<file path="src/rtl/lgp_pkg.sv">
package lgp_pkg;
  parameter int NUM_VC = 2;
  parameter int DEPTH  = 4;
  parameter int WORD_W = 32;
  parameter int LANES  = 4;

  localparam int VC_W    = (NUM_VC > 1) ? $clog2(NUM_VC) : 1;
  localparam int PTR_W   = (DEPTH > 1) ? $clog2(DEPTH) : 1;
  localparam int ADDR_W  = VC_W + PTR_W;
  localparam int ENTRIES = NUM_VC * DEPTH;
  localparam int CNT_W   = PTR_W + 1;
  localparam int DATA_W  = WORD_W * LANES;
  localparam logic [LANES-1:0] HEAD_LANES = LANES'(2'b11);

  typedef enum logic [1:0] {
    FT_HEAD   = 2'b00,
    FT_BODY   = 2'b01,
    FT_TAIL   = 2'b10,
    FT_SINGLE = 2'b11
  } flitKind_t;

  typedef struct packed {
    logic              push;
    logic [ADDR_W-1:0] pushAddr;
    logic              pop;
    logic [ADDR_W-1:0] popAddr;
  } bufStrobe_t;
endpackage

</file>
<file path="src/rtl/lgp_ctrl.sv">
module lgp_ctrl
  import lgp_pkg::*;
(
  input  logic              clk,
  input  logic              rstN,
  input  logic              inValid,
  input  logic [VC_W-1:0]   inVc,
  input  logic              rdEn,
  input  logic [VC_W-1:0]   rdVc,
  output bufStrobe_t        str,
  output logic [NUM_VC-1:0] full,
  output logic [NUM_VC-1:0] empty,
  output logic              errWrFull,
  output logic              errRdEmpty
);
  logic [CNT_W-1:0] count [NUM_VC];
  logic [PTR_W-1:0] wPtr  [NUM_VC];
  logic [PTR_W-1:0] rPtr  [NUM_VC];
  logic pushOk, popOk;

  always_comb begin
    pushOk       = inValid && !full[inVc];
    popOk        = rdEn && !empty[rdVc];
    str.push     = pushOk;
    str.pushAddr = {inVc, wPtr[inVc]};
    str.pop      = popOk;
    str.popAddr  = {rdVc, rPtr[rdVc]};
  end

  for (genvar v = 0; v < NUM_VC; v++) begin : g_vc
    logic pushHit, popHit;
    assign pushHit  = pushOk && (inVc == VC_W'(v));
    assign popHit   = popOk && (rdVc == VC_W'(v));
    assign full[v]  = (count[v] == CNT_W'(DEPTH));
    assign empty[v] = (count[v] == '0);

    always_ff @(posedge clk) begin
      if (!rstN) begin
        count[v] <= '0;
        wPtr[v]  <= '0;
        rPtr[v]  <= '0;
      end else begin
        if (pushHit)
          wPtr[v] <= (wPtr[v] == PTR_W'(DEPTH - 1)) ? '0 : wPtr[v] + 1'b1;
        if (popHit)
          rPtr[v] <= (rPtr[v] == PTR_W'(DEPTH - 1)) ? '0 : rPtr[v] + 1'b1;
        if (pushHit && !popHit)
          count[v] <= count[v] + 1'b1;
        else if (popHit && !pushHit)
          count[v] <= count[v] - 1'b1;
      end
    end
  end

  always_ff @(posedge clk) begin
    if (!rstN) begin
      errWrFull  <= 1'b0;
      errRdEmpty <= 1'b0;
    end else begin
      errWrFull  <= inValid && full[inVc];
      errRdEmpty <= rdEn && empty[rdVc];
    end
  end
endmodule

</file>
<file path="src/rtl/lgp_datapath.sv">
module lgp_datapath
  import lgp_pkg::*;
(
  input  logic              clk,
  input  logic              rstN,
  input  bufStrobe_t        str,
  input  logic [1:0]        inKind,
  input  logic [LANES-1:0]  inMask,
  input  logic [DATA_W-1:0] inData,
  input  logic [VC_W-1:0]   rdVc,
  output logic              outValid,
  output logic [VC_W-1:0]   outVc,
  output logic [1:0]        outKind,
  output logic [LANES-1:0]  outMask,
  output logic [DATA_W-1:0] outData
);
  logic [LANES-1:0] effMask;
  logic [1:0]       kindMem [ENTRIES];
  logic [LANES-1:0] maskMem [ENTRIES];
  logic [LANES-1:0] popMask;

  always_comb begin
    if (inKind == FT_HEAD || inKind == FT_SINGLE)
      effMask = inMask & HEAD_LANES;
    else
      effMask = inMask;
  end

  assign popMask = maskMem[str.popAddr];

  always_ff @(posedge clk) begin
    if (str.push) begin
      kindMem[str.pushAddr] <= inKind;
      maskMem[str.pushAddr] <= effMask;
    end
  end

  always_ff @(posedge clk) begin
    if (!rstN) begin
      outValid <= 1'b0;
      outVc    <= '0;
      outKind  <= '0;
      outMask  <= '0;
    end else begin
      outValid <= str.pop;
      if (str.pop) begin
        outVc   <= rdVc;
        outKind <= kindMem[str.popAddr];
        outMask <= popMask;
      end
    end
  end

  for (genvar k = 0; k < LANES; k++) begin : g_lane
    logic [WORD_W-1:0] bank [ENTRIES];
    logic [WORD_W-1:0] linkWord;

    always_ff @(posedge clk) begin
      if (str.push && effMask[k])
        bank[str.pushAddr] <= inData[k*WORD_W +: WORD_W];
    end

    always_ff @(posedge clk) begin
      if (!rstN)
        linkWord <= '0;
      else if (str.pop && popMask[k])
        linkWord <= bank[str.popAddr];
    end

    assign outData[k*WORD_W +: WORD_W] = linkWord;
  end
endmodule

</file>
<file path="src/rtl/lane_gated_port.sv">
module lane_gated_port
  import lgp_pkg::*;
(
  input  logic              clk,
  input  logic              rstN,
  input  logic              inValid,
  input  logic [VC_W-1:0]   inVc,
  input  logic [1:0]        inKind,
  input  logic [LANES-1:0]  inMask,
  input  logic [DATA_W-1:0] inData,
  input  logic              rdEn,
  input  logic [VC_W-1:0]   rdVc,
  output logic [NUM_VC-1:0] full,
  output logic [NUM_VC-1:0] empty,
  output logic              errWrFull,
  output logic              errRdEmpty,
  output logic              outValid,
  output logic [VC_W-1:0]   outVc,
  output logic [1:0]        outKind,
  output logic [LANES-1:0]  outMask,
  output logic [DATA_W-1:0] outData
);
  bufStrobe_t str;

  lgp_ctrl u_ctrl (
    .clk, .rstN, .inValid, .inVc, .rdEn, .rdVc,
    .str, .full, .empty, .errWrFull, .errRdEmpty
  );

  lgp_datapath u_dp (
    .clk, .rstN, .str, .inKind, .inMask, .inData, .rdVc,
    .outValid, .outVc, .outKind, .outMask, .outData
  );
endmodule

</file>
<file path="config.mk">
export PLATFORM = sky130hd
export DESIGN_NAME = lane_gated_port
export DESIGN_NICKNAME = d
export VERILOG_FILES = /design/src/rtl/lgp_pkg.sv /design/src/rtl/lgp_ctrl.sv /design/src/rtl/lgp_datapath.sv /design/src/rtl/lane_gated_port.sv
export SDC_FILE = /design/constraint.sdc
export NUM_CORES = 2
export LEC_CHECK = 0
export ABC_CLOCK_PERIOD_IN_PS = 8600
export BUFFER_PORTS_ARGS = -buffer_cell sky130_fd_sc_hd__buf_4
export CORE_MARGIN = 2
export CORE_UTILIZATION = 44
export DETAILED_ROUTE_END_ITERATION = 12
export RECOVER_POWER = 100
export SETUP_SLACK_MARGIN = 0.15
export SLEW_MARGIN = 10
export SYNTH_ARGS = -nofsm -noshare
export SYNTH_HDL_FRONTEND = slang
export SYNTH_SLANG_ARGS = --single-unit
</file>
<file path="constraint.sdc">
create_clock -name clk -period 8.6 [get_ports clk]
set_clock_uncertainty 0.05 [all_clocks]
set_input_delay 0.86 -clock clk [delete_from_list [all_inputs] [get_ports clk]]
set_output_delay 0.86 -clock clk [all_outputs]
set_load 0.03 [all_outputs]
</file>
Word-level counts from Yosys, hierarchy flattened
Memories as Yosys holds them, arrays and structs flattened. A register that Yosys moved wholly into a read port is not among the register bits. Index checks and enable logic that the tools add are counted.

Word-level logic and storage cells: 130. Bits in writable memories: 1086. Bits in registers: 8. Memories: 9. Input bits: 140. Output and inout port bits: 142.

Reductions and logical operators: 35. Magnitude comparators: 2. Bitwise gates (word level): 10. Equality and inequality tests: 7. Muxes and demuxes: 54. Add/subtract/negate cells: 8.

Memories: u_dp.g_lane[0].bank (words 8, width 32, rd ports 1, clocked after memory_dff 1, wr ports 1, RTL line lgp_datapath.sv:55) `logic [WORD_W-1:0] bank [ENTRIES];`; u_dp.g_lane[1].bank (words 8, width 32, rd ports 1, clocked after memory_dff 1, wr ports 1, RTL line lgp_datapath.sv:55); u_dp.g_lane[2].bank (words 8, width 32, rd ports 1, clocked after memory_dff 1, wr ports 1, RTL line lgp_datapath.sv:55); u_dp.g_lane[3].bank (words 8, width 32, rd ports 1, clocked after memory_dff 1, wr ports 1, RTL line lgp_datapath.sv:55); u_dp.maskMem (words 8, width 4, rd ports 1, clocked after memory_dff 0, wr ports 1, RTL line lgp_datapath.sv:19) `logic [LANES-1:0] maskMem [ENTRIES];`; u_dp.kindMem (words 8, width 2, rd ports 1, clocked after memory_dff 1, wr ports 1, RTL line lgp_datapath.sv:18) `logic [1:0] kindMem [ENTRIES];`; 3 more memories.

Operators by type and width (count): $mux 1 (41); $logic_and 1x1->1 (20); $mux 2 (8); $mux 3 (4); $logic_not 1->1 (11); $eq 2x2->1 const B (5); $add 2x1->2 const B (4); $or 1x1->1 (8); $add 3x1->3 const B (2); $eq 3x3->1 const B (2); $logic_not 3->1 (2); $sub 3x1->3 const B (2); $lt 1x2->1 const B (2); $mux 4 (1); $logic_not 2->1 (1); $not 1->1 (2); $logic_or 1x1->1 (1).

Logic depth before layout (Yosys ltp)
Depth in word-level cells: 13. Gate-level depth with buffers: 11. Mapped depth without buffers: 7.

By module
Synthesis repeated with hierarchy kept, for this count alone.

Cell total of the unflattened synthesis: 2448. Area total of the unflattened synthesis: 46718.6 um^2.

By module, submodules not included: lgp_datapath (seq. area each 34913.5 um^2, times used 1, cells an instance 2347, area each 45635.0 um^2); lgp_ctrl (seq. area each 460.4 um^2, times used 1, cells an instance 101, area each 1083.5 um^2).

Worst setup path after synthesis
Ideal clock, no wire load.

Path type: input to register. From: input port inVc. To: memory u_dp.g_lane[3].bank[0][0], enable pin. Arrival: 4.364 ns. Setup time: 0.501 ns. Buffers on the path: 0. Setup slack: 3.684 ns. Data required time: 8.049 ns. Stages: 3. Cells stage by stage: a21oi_1 > nand2_1 > nor4_1.

Cells in the longest elaborated chain, start to end: 7. Elaborated cells on any way between the ends: 8. Those cells by class: 4 x mux; 3 x reduce/logical; 1 x memory.

Ends and longest elaborated chain: start: declaration (RTL line lane_gated_port.sv:7) `input logic [VC_W-1:0] inVc,`; $mux 1 (implied by the code) (2 in a row) (RTL line lgp_ctrl.sv:22) `pushOk = inValid && !full[inVc];`; $logic_not 1->1 (RTL line lgp_ctrl.sv:22); $logic_and 1x1->1 (RTL line lgp_ctrl.sv:22); $logic_and 1x1->1 (RTL line lgp_datapath.sv:59) `if (str.push && effMask[k])`; $mux 1 (RTL line lgp_datapath.sv:59); $mux 1 (implied by the code) (RTL line lgp_datapath.sv:60) `bank[str.pushAddr] <= inData[k*WORD_W +: WORD_W];`; end: declaration (RTL line lgp_datapath.sv:55).

Several ways; a longest one is shown, not always the timed one. The select of a mux whose other input is x is not followed.

Worst setup path in the final report
From: input port rdVc. To: register u_dp.g_lane[3].linkWord[15], read port of u_dp.g_lane[3].bank.

Cells in the longest elaborated chain, start to end: 5. Elaborated cells on any way between the ends: 7. Those cells by class: 2 x mux; 3 x reduce/logical; 2 x memory.

Ends and longest elaborated chain: start: declaration (RTL line lane_gated_port.sv:12) `input logic [VC_W-1:0] rdVc,`; parallel branches: the longest is 5 deep, another holds $mem_v2 8x4; end: declaration (RTL line lgp_datapath.sv:56) `logic [WORD_W-1:0] linkWord;`.

Several ways; the timed one is not identified. The select of a mux whose other input is x is not followed. A chain may end at the register's enable or synchronous reset.

==> flow_metrics.py <==
metrics = {
    "status": {
        "status": "complete, but fails checks",
        "violations": "max-capacitance violations, max-slew violations",
    },
    "layout": {
        "nets": 3189,
        "final_cells": 4556,
        "syn_to_final_growth_pct": 13.8,
        "layout-drive-gt1-share_pct": 13.4,
    },
    "route": {
        "vias": 26900,
        "first_pass_iters": 6,
        "wirelength_um": 124000,
        "avgViaCountPerCell": 5.91,
        "drc": 0,
        "wl_per_cell_um": 27.2,
        "first_iter_violations": 2349,
        "ant_nets": 0,
    },
    "synthesis": {
        "synthTopCellsByArea": "edfxtp_1 68%, mux4_2 7.3%, dfxtp_1 5.8%, mux2i_1 3.9%, nand2_1 2.7%",
        "synth_ff_type": "edfxtp_1",
        "synth_area_per_cell_um2": 17.3,
        "synth_top_cell_by_area": "edfxtp_1",
        "syn_nets": 2916,
        "synth-async-reset-ratio_pct": 0,
        "seq_area_frac_synth_pct": 73.9,
        "syn_inst": 2768,
        "synth_edf_count": 1086,
        "synth_area_mm2": 0.0478,
        "synth.most_common_cell": "edfxtp_1",
        "ys_ff_latch": 1224,
        "ys_types": 52,
        "synth_common_cells": "1086 x edfxtp_1, 339 x nand2_1, 186 x mux2i_1",
        "synth_top_cell_area_share_pct": 68.2,
        "yosys_warnings": 0,
    },
    "clock_tree": {
        "hold_buffers": 0,
        "htreeDepth": 4,
        "clock_latency_ns": 0.72,
        "clock_path_buffers": 3,
        "clkSlewWorstSetupHoldPaths_ns": 0.06,
        "cts_sinks": 1224,
        "cts_tree": "yes",
        "cts_buffers": 130,
        "root_buffer": "clkbuf_16",
        "ctsResizeCount": 0,
        "cts_setup_buffers": 0,
    },
    "placement": {
        "port_buffers": 281,
        "detailed_place_hpwl_um": 68300,
        "place_inst": 4312,
        "gp_congestion": 0.772,
    },
    "sta": {
        "hold_viol_final": 0,
        "slew_headroom_pct": -94.3,
        "setup_violations": 0,
        "slew_violations": 1196,
        "max_clock_freq_mhz": 161,
        "worstMarginPinSlew_ns": 2.91,
        "fin_crit_ns": 6.23,
        "setup_tns_ns": 0,
        "fin_crit_sh_pct": 72.4,
        "rsz0062_at_grt": "no",
    },
    "critical_path": {
        "crit_path_start_kind": "primary input",
        "cp_max_fo": 66,
        "end_kind": "flip-flop",
        "critPathArrivalTime_ns": 6.74,
        "worst-path-buf-inv": 5,
        "cp_cell_sequence": "clkbuf_8, buf_4, buf_4, nand2_1, nor2_1, clkbuf_1, o31a_1, clkbuf_1, a22o_2, a311oi_1",
        "cp_slowest_cell": "clkbuf_1",
        "reg2reg_depth": 6,
        "critical_path_class": "primary input to flip-flop",
        "path_delay_family": "buffers and inverters",
        "crit_required_ns": 9.11,
        "cp_num_cells": 10,
        "cpPeakStageDelay_ns": 1.40,
    },
    "floorplanning": {
        "start_util_pct": 44.5,
        "rows": 120,
        "ios": 282,
        "die_area_mm2": 0.111,
        "fp.dieH_um": 334,
        "coreArea_mm2": 0.108,
        "die_w_um": 334,
    },
    "worst_hold_path": {
        "min_path_type": "primary input to flip-flop",
        "min_delay_path_depth": 3,
    },
    "grt": {
        "grt_usage_pct": 22.0,
        "grt_max_degree": 138,
        "grt_antenna_before_repair": 22,
        "grt_pass1_wl_um": 181000,
        "gr-total-overflow": 0,
        "first_global_vias": 27200,
    },
    "pwr": {
        "power_mw": 13.6,
        "power_density_mw_per_mm2": 250,
        "p_leak_nw": 17.6,
        "irDropWorstVdd_v": 0.000176,
    },
    "flow_run": {
        "drv_cap": 36,
    },
}
cells in the final DEF (no fill, tap or decap), drive strengths merged, types with 5 or more instances in the layout:
master,count
a211oi,65
a21oi,10
a221oi,128
a22oi,6
a311oi,65
and2,10
and3,12
buf,35
bufinv,11
clkbuf,490
clkinv,40
dfxtp,138
diode,6
edfxtp,1086
ha,7
inv,22
mux2i,187
mux4,156
nand2,340
nand2b,78
nand3,70
nor2,50
nor2b,11
nor3,9
nor4,7
o211ai,64
o21ai,5
per-stage QoR:
stage / setup WS, ns / hold WS [ns] / instance area [um2] / utilization (%)
floorplan: 3.68 / 0.515 / 47800 / -
finish: 2.37 / 0.384 / 54500 / 50.7
global placement: 3.27 / 0.410 / 51400 / 47.9
detailed placement: 3.21 / 0.416 / 51400 / 47.9
global route: 2.23 / 0.366 / 54500 / 50.7
CTS: 3.87 / 0.257 / 55700 / 51.8
layer usage:
metal,track usage [%],vias up,part of all wire (%)
li1,-,11600,-
met2,36.6,998,49
met5,0,-,0.089
met3,4.42,216,6.9
met4,7.04,20,2.6
met1,29.0,14100,41
report_power, final:
part           internal (mW)  leakage, nW  switching [mW]
sequential              6.63         10.9          0.0954
combinational          0.432         4.60           0.899
clock                   3.28         2.07            2.26
kinds of logic (layout without fill, tap and decap cells):
logic type / Yosys count / count (layout) / share of synthesized area [%]
flip-flops: 1224 / 1224 / 73.9
AND/OR/NAND/NOR: 595 / 595 / 5.57
AO/OA/AOI/OAI: 371 / 371 / 6.58
multiplexers: 344 / 344 / 11.3
buffers and inverters: 222 / 601 / 2.33
adder cells (fa/ha/maj): 8 / 8 / 0.225
XOR/XNOR: 4 / 4 / 0.0732
other: 0 / 6 / 0
path summary, 6_finish.rpt:
check	to	slack [ns]	from
hold / removal	u_ctrl.errWrFull	0.38	inVc
setup reg to reg	u_dp.g_lane[0].linkWord[18]	3.70	u_ctrl.rPtr[0][0]
setup / recovery	u_dp.g_lane[3].linkWord[15]	2.37	rdVc
hold reg to reg	u_dp.outKind[0]	0.42	u_dp.outKind[0]
registers in the layout, summed over array words and instances, names as in the netlist:
name and count:
u_dp.g_lane.bank 1024, u_dp.g_lane.linkWord 128, u_dp.maskMem 32, u_dp.kindMem 16
u_ctrl.count 6, u_ctrl.rPtr 4, u_ctrl.wPtr 4, u_dp.outMask 4
u_dp.outKind 2, u_ctrl.errRdEmpty 1, u_ctrl.errWrFull 1, u_dp.outValid 1
u_dp.outVc 1
tightest hold or removal path: cells and delay by family:
kind / cells / cell delay, ns
buffers and inverters: 1 / 0.11
multiplexers: 1 / 0.07
AND/OR/NAND/NOR: 1 / 0.07
layout make-up:
cell class,count,area [um2]
Multi-Input combinational cell,1322,11500
Clock inverter,60,657
Inverter,16,65.1
Tap cell,1403,1760
Timing Repair Buffer,347,1490
Clock buffer,178,3600
Sequential cell,1224,35400
Antenna cell,6,15.0
Fill cell,8887,53000
Note: power is estimated with default switching activity, not from simulation.
